<file path="config.mk">
export PLATFORM = sky130hd
export DESIGN_NAME = rx_tmo_detect
export DESIGN_NICKNAME = d
export VERILOG_FILES = /design/src/rtl/rx_tmo_pkg.sv /design/src/rtl/rx_tmo_limit.sv /design/src/rtl/rx_tmo_count.sv /design/src/rtl/rx_tmo_detect.sv
export SDC_FILE = /design/constraint.sdc
export NUM_CORES = 1
export LEC_CHECK = 0
export CAP_MARGIN = 40
export CORE_MARGIN = 4
export CORE_UTILIZATION = 45
export DETAILED_ROUTE_END_ITERATION = 10
export HOLD_SLACK_MARGIN = 0.1
export PLACE_DENSITY_LB_ADDON = 0.2
export SLEW_MARGIN = 20
export SYNTH_ARGS = -nofsm -noshare
export SYNTH_HDL_FRONTEND = slang
export SYNTH_SLANG_ARGS = --single-unit
</file>
<file path="constraint.sdc">
create_clock -name clk -period 3.3 [get_ports clk]
set_clock_uncertainty 0.05 [all_clocks]
set_input_delay 0.825 -clock clk [delete_from_list [all_inputs] [get_ports clk]]
set_output_delay 0.825 -clock clk [all_outputs]
set_load 0.01 [all_outputs]
</file>
<file path="src/rtl/rx_tmo_pkg.sv">
package rx_tmo_pkg;

    // Frame format as seen by the detector.
    typedef struct packed {
        logic [1:0] dlen;   // 0..3 -> 5..8 data bits
        logic       par;    // parity bit present
        logic       stop2;  // two stop bits
    } frame_fmt_t;

    // Longest frame: start + 8 data + parity + 2 stop.
    localparam int unsigned MAX_FRAME_BITS = 12;

    // Serial bits in one frame, start and stop bits included.
    function automatic int unsigned frame_bits(frame_fmt_t f);
        return 32'd7 + 32'(f.dlen) + 32'(f.par) + 32'(f.stop2);
    endfunction

endpackage

</file>
<file path="src/rtl/rx_tmo_limit.sv">
module rx_tmo_limit
    import rx_tmo_pkg::*;
#(
    parameter int unsigned OVS   = 16,
    parameter int unsigned NCHAR = 4,
    parameter int unsigned CW    = 10
) (
    input  frame_fmt_t    fmt,
    output logic [CW-1:0] limit
);
    localparam int unsigned TICKS_PER_BIT_WIN = OVS * NCHAR;

    // Purely combinational, so a format change is seen on the next tick.
    always_comb begin
        limit = CW'(frame_bits(fmt) * TICKS_PER_BIT_WIN);
    end
endmodule

</file>
<file path="src/rtl/rx_tmo_count.sv">
module rx_tmo_count #(
    parameter int unsigned CW = 10
) (
    input  logic          clk,
    input  logic          rst_n,
    input  logic          armed,
    input  logic          restart,
    input  logic          tick,
    input  logic [CW-1:0] limit,
    output logic          flag
);
    typedef struct packed {
        logic [CW-1:0] cnt;
        logic          flag;
    } st_t;

    st_t st_d, st_q;
    logic [CW:0] cnt_inc;
    logic        reached;

    always_comb begin
        cnt_inc = {1'b0, st_q.cnt} + {{CW{1'b0}}, 1'b1};
        reached = tick && (cnt_inc >= {1'b0, limit});
        st_d    = st_q;
        if (!armed || restart) begin
            // Disarm and every restart source zero the window.
            st_d.cnt  = '0;
            st_d.flag = 1'b0;
        end else begin
            // The count saturates at the limit, so the flag can be held.
            if (tick && (st_q.cnt < limit)) begin
                st_d.cnt = cnt_inc[CW-1:0];
            end
            st_d.flag = st_q.flag | reached;
        end
    end

    always_ff @(posedge clk) begin
        if (!rst_n) begin
            st_q <= '0;
        end else begin
            st_q <= st_d;
        end
    end

    assign flag = st_q.flag;
endmodule

</file>
<file path="src/rtl/rx_tmo_detect.sv">
module rx_tmo_detect
    import rx_tmo_pkg::*;
#(
    parameter int unsigned OVS   = 16,
    parameter int unsigned NCHAR = 4
) (
    input  logic       clk,
    input  logic       rst_n,
    input  logic       baud_tick,
    input  logic       stop_mid,
    input  logic       rx_wr,
    input  logic       rx_rd,
    input  logic       rx_empty,
    input  logic       fifo_mode,
    input  logic [1:0] fmt_dlen,
    input  logic       fmt_par,
    input  logic       fmt_stop2,
    output logic       tmo_flag
);
    localparam int unsigned MAX_LIMIT = OVS * NCHAR * MAX_FRAME_BITS;
    localparam int unsigned CW        = $clog2(MAX_LIMIT + 1);

    frame_fmt_t    fmt;
    logic [CW-1:0] limit;
    logic          armed;
    logic          restart;

    always_comb begin
        fmt.dlen  = fmt_dlen;
        fmt.par   = fmt_par;
        fmt.stop2 = fmt_stop2;
        armed     = fifo_mode && !rx_empty;
        restart   = stop_mid || rx_wr || rx_rd;
    end

    rx_tmo_limit #(.OVS(OVS), .NCHAR(NCHAR), .CW(CW)) u_limit (
        .fmt   (fmt),
        .limit (limit)
    );

    rx_tmo_count #(.CW(CW)) u_count (
        .clk     (clk),
        .rst_n   (rst_n),
        .armed   (armed),
        .restart (restart),
        .tick    (baud_tick),
        .limit   (limit),
        .flag    (tmo_flag)
    );
endmodule

</file>
==> impl_metrics.csv <==
group,metric,value,unit
cts,clk_pin_slew,0.07,ns
floorplan,coreArea,0.00198,mm2
worst_setup_path,crit_path_end_kind,"register",
cts,clockBufferDepth,2,
layout,utilization,0.616,
floorplan,fp.dieW,53.7,um
placed_design,hpwlAfterDp,1650,um
routing,drt-pass1-iter-count,4,
min_path,min_path_cells,2,
cts,cts_tree,"built",
grt,antenna_found_initial,0,
grt,grt_pass1_wl,3680,um
timing,fmax,315,MHz
synth,synth_area_per_cell,8.71,um2
cts,ctsHoldBuffers,0,
power,p_leak,0.471,nW
synth,yosysSeqAreaShare,0.234,
routing,ant_nets,0,
synth,syn-instance-count,108,
worst_setup_path,worstPathRequired,3.45,ns
layout,final_cell_mix,"11 x dfxtp_1, 10 x clkdlybuf4s50_1, 10 x buf_4",
layout,finalNetCount,156,
worst_setup_path,rr_worst_depth,9,
grt,grt_max_degree,14,
layout,drive_gt1_frac,0.159,
worst_setup_path,arrival,3.32,ns
routing,drc,0,
min_path,hold_class,"register to register",
timing,drv_slew,0,
synth,synth_nets,131,
layout,area_delta_synth_final,29.8,%
floorplan,placementRows,16,
layout,multiInputGateArea,707,um2
worst_setup_path,startpoint_type,"primary input",
cts,htree_levels,1,
worst_setup_path,path_class,"primary input to register",
power,power_density,248,mW/mm2
cts,root_buffer,"clkbuf_4",
floorplan,dieArea,0.00289,mm2
cts,cts.sinks,11,
placed_design,portBuffers,12,
timing,fin_tns_setup,0,ns
floorplan,ios,13,
synth,synth_area,941,um2
cts,clkLatencyLatePin,0.27,ns
routing,vias,895,
grt,grtUsageTotal,0.175,
synth,yosysUniqueCellTypes,34,
run_status,status,"complete, no violations",
synth,ys_ff_latch,11,
routing,drtIter0Drc,15,
cts,cts_buffers,3,
routing,drt-vias-per-instance,5.63,
grt,gr-total-overflow,0,
layout,register_area,220,um2
timing,slew_headroom,0.767,
synth,synth_warnings,0,
placed_design,place_congestion,0.793,
timing,setup_viol,0,
floorplan,die_h,53.7,um
grt,grt_pass1_vias,873,
timing,fin_crit,3.17,ns
worst_setup_path,crit_fanout,8,
timing,final.period_utilization,0.961,
job,drv_cap,0,
routing,totalWireLength,2150,um
layout,n_antenna_cell,0,
floorplan,start_util,0.475,
timing,worst_pin_slew,0.348,ns
power,irDropWorstVdd,0.000200,V
layout,final_common_cell,"dfxtp_1",
timing,grt_setup_unrepaired,"false",
timing,hold_viol,0,
layout,fillers,177,
layout,finalNonFillerCells,159,
routing,wl_per_cell,13.5,um
placed_design,dp_cells,151,
[per-stage QoR]
step	area [um2]	power (mW)	setup slack (ns)	hold slack, ns
6_report	1220	0.302	0.130	0.457
4_1_cts	1200	0.298	0.0906	0.471
2_1_floorplan	941	0.168	0.104	0.434
3_5_place_dp	1130	0.198	-0.490	0.455
5_1_grt	1220	0.320	0.00711	0.514
3_3_place_gp	1130	0.197	-0.408	0.437
[cell type report]
type                       count  share of cell area
inverter                       8              0.0246
timing repair buffer          23               0.167
tap                           27              0.0277
multi-input combinational     86               0.579
clock buffer                   4              0.0215
sequential                    11               0.180
[Yosys cell counts, drive strengths merged]
master	count	area (um2)
a21boi	1	7.51
o211ai	3	22.5
or4	5	37.5
maj3	1	10.0
nand4	2	12.5
buf	2	16.3
or3	1	6.26
mux2i	4	40.0
nand2	6	22.5
dfxtp	11	220
nor2b	2	12.5
and3b	1	8.76
a221o	1	10.0
fa	1	20.0
and3	3	18.8
o31ai	5	37.5
inv	8	30.0
nand3	4	20.0
nor3	2	10.0
o21ai	3	15.0
xnor2	6	52.6
nand2b	6	37.5
ha	10	125
xor2	1	16.3
a211oi	2	20.0
and4	4	35.0
nor4b	1	8.76
clkbuf	1	3.75
o2bb2ai	1	8.76
o21a	1	7.51
a21oi	8	40.0
nand3b	1	7.51
[repair_timing]
| action | in CTS | in global routing |
|---|---|---|
| gates resized for setup | 7 | 3 |
| pin swaps | 10 | 0 |
| endpoints found under the setup margin | 10 | 5 |
| setup buffers | 4 | 0 |
| hold endpoints to repair | 0 | 0 |
[final timing paths]
kind | from | endpoint | slack [ns]
hold reg to reg | u_count.flag | u_count.flag | 0.46
setup reg to reg | u_count.st_q[1] | u_count.flag | 0.96
hold / removal | u_count.flag | u_count.flag | 0.46
setup / recovery | fmt_stop2 | u_count.st_q[3] | 0.13
[power breakdown]
| group | total, mW | leakage (nW) | switching [mW] | internal (mW) |
|---|---|---|---|---|
| sequential | 0.133 | 0.0886 | 0.0000996 | 0.133 |
| combinational | 0.0784 | 0.368 | 0.0348 | 0.0436 |
| clock | 0.0910 | 0.0150 | 0.0443 | 0.0468 |
[critical path, cell delays in order]
cell	delay (ns)
dlygate4sd2_1	0.19
inv_1	0.04
ha_1	0.27
inv_1	0.06
ha_2	0.18
inv_2	0.04
fa_2	0.57
ha_4	0.22
a21oi_4	0.19
a211oi_4	0.08
or4_1	0.53
a21oi_1	0.13
[state kept, by name, summed over array words and instances (netlist names)]
register	flops
u_count.flag	1
u_count.st_q	10
[cells by family after synthesis]
logic type / share of synthesized area
mux: 0.0426
simple gates: 0.253
flops: 0.234
buf+inv: 0.0532
xor+xnor: 0.0731
fa+ha+maj: 0.165
compound gates: 0.180
[metal layers]
metal	GRT usage	up-vias	part of all wire
met5	0	-	0
met4	0.0468	0	0
met3	0.0416	0	0.070
met2	0.304	28	0.48
met1	0.213	416	0.45
li1	-	451	-
Note: power is estimated with default switching activity, not from simulation.
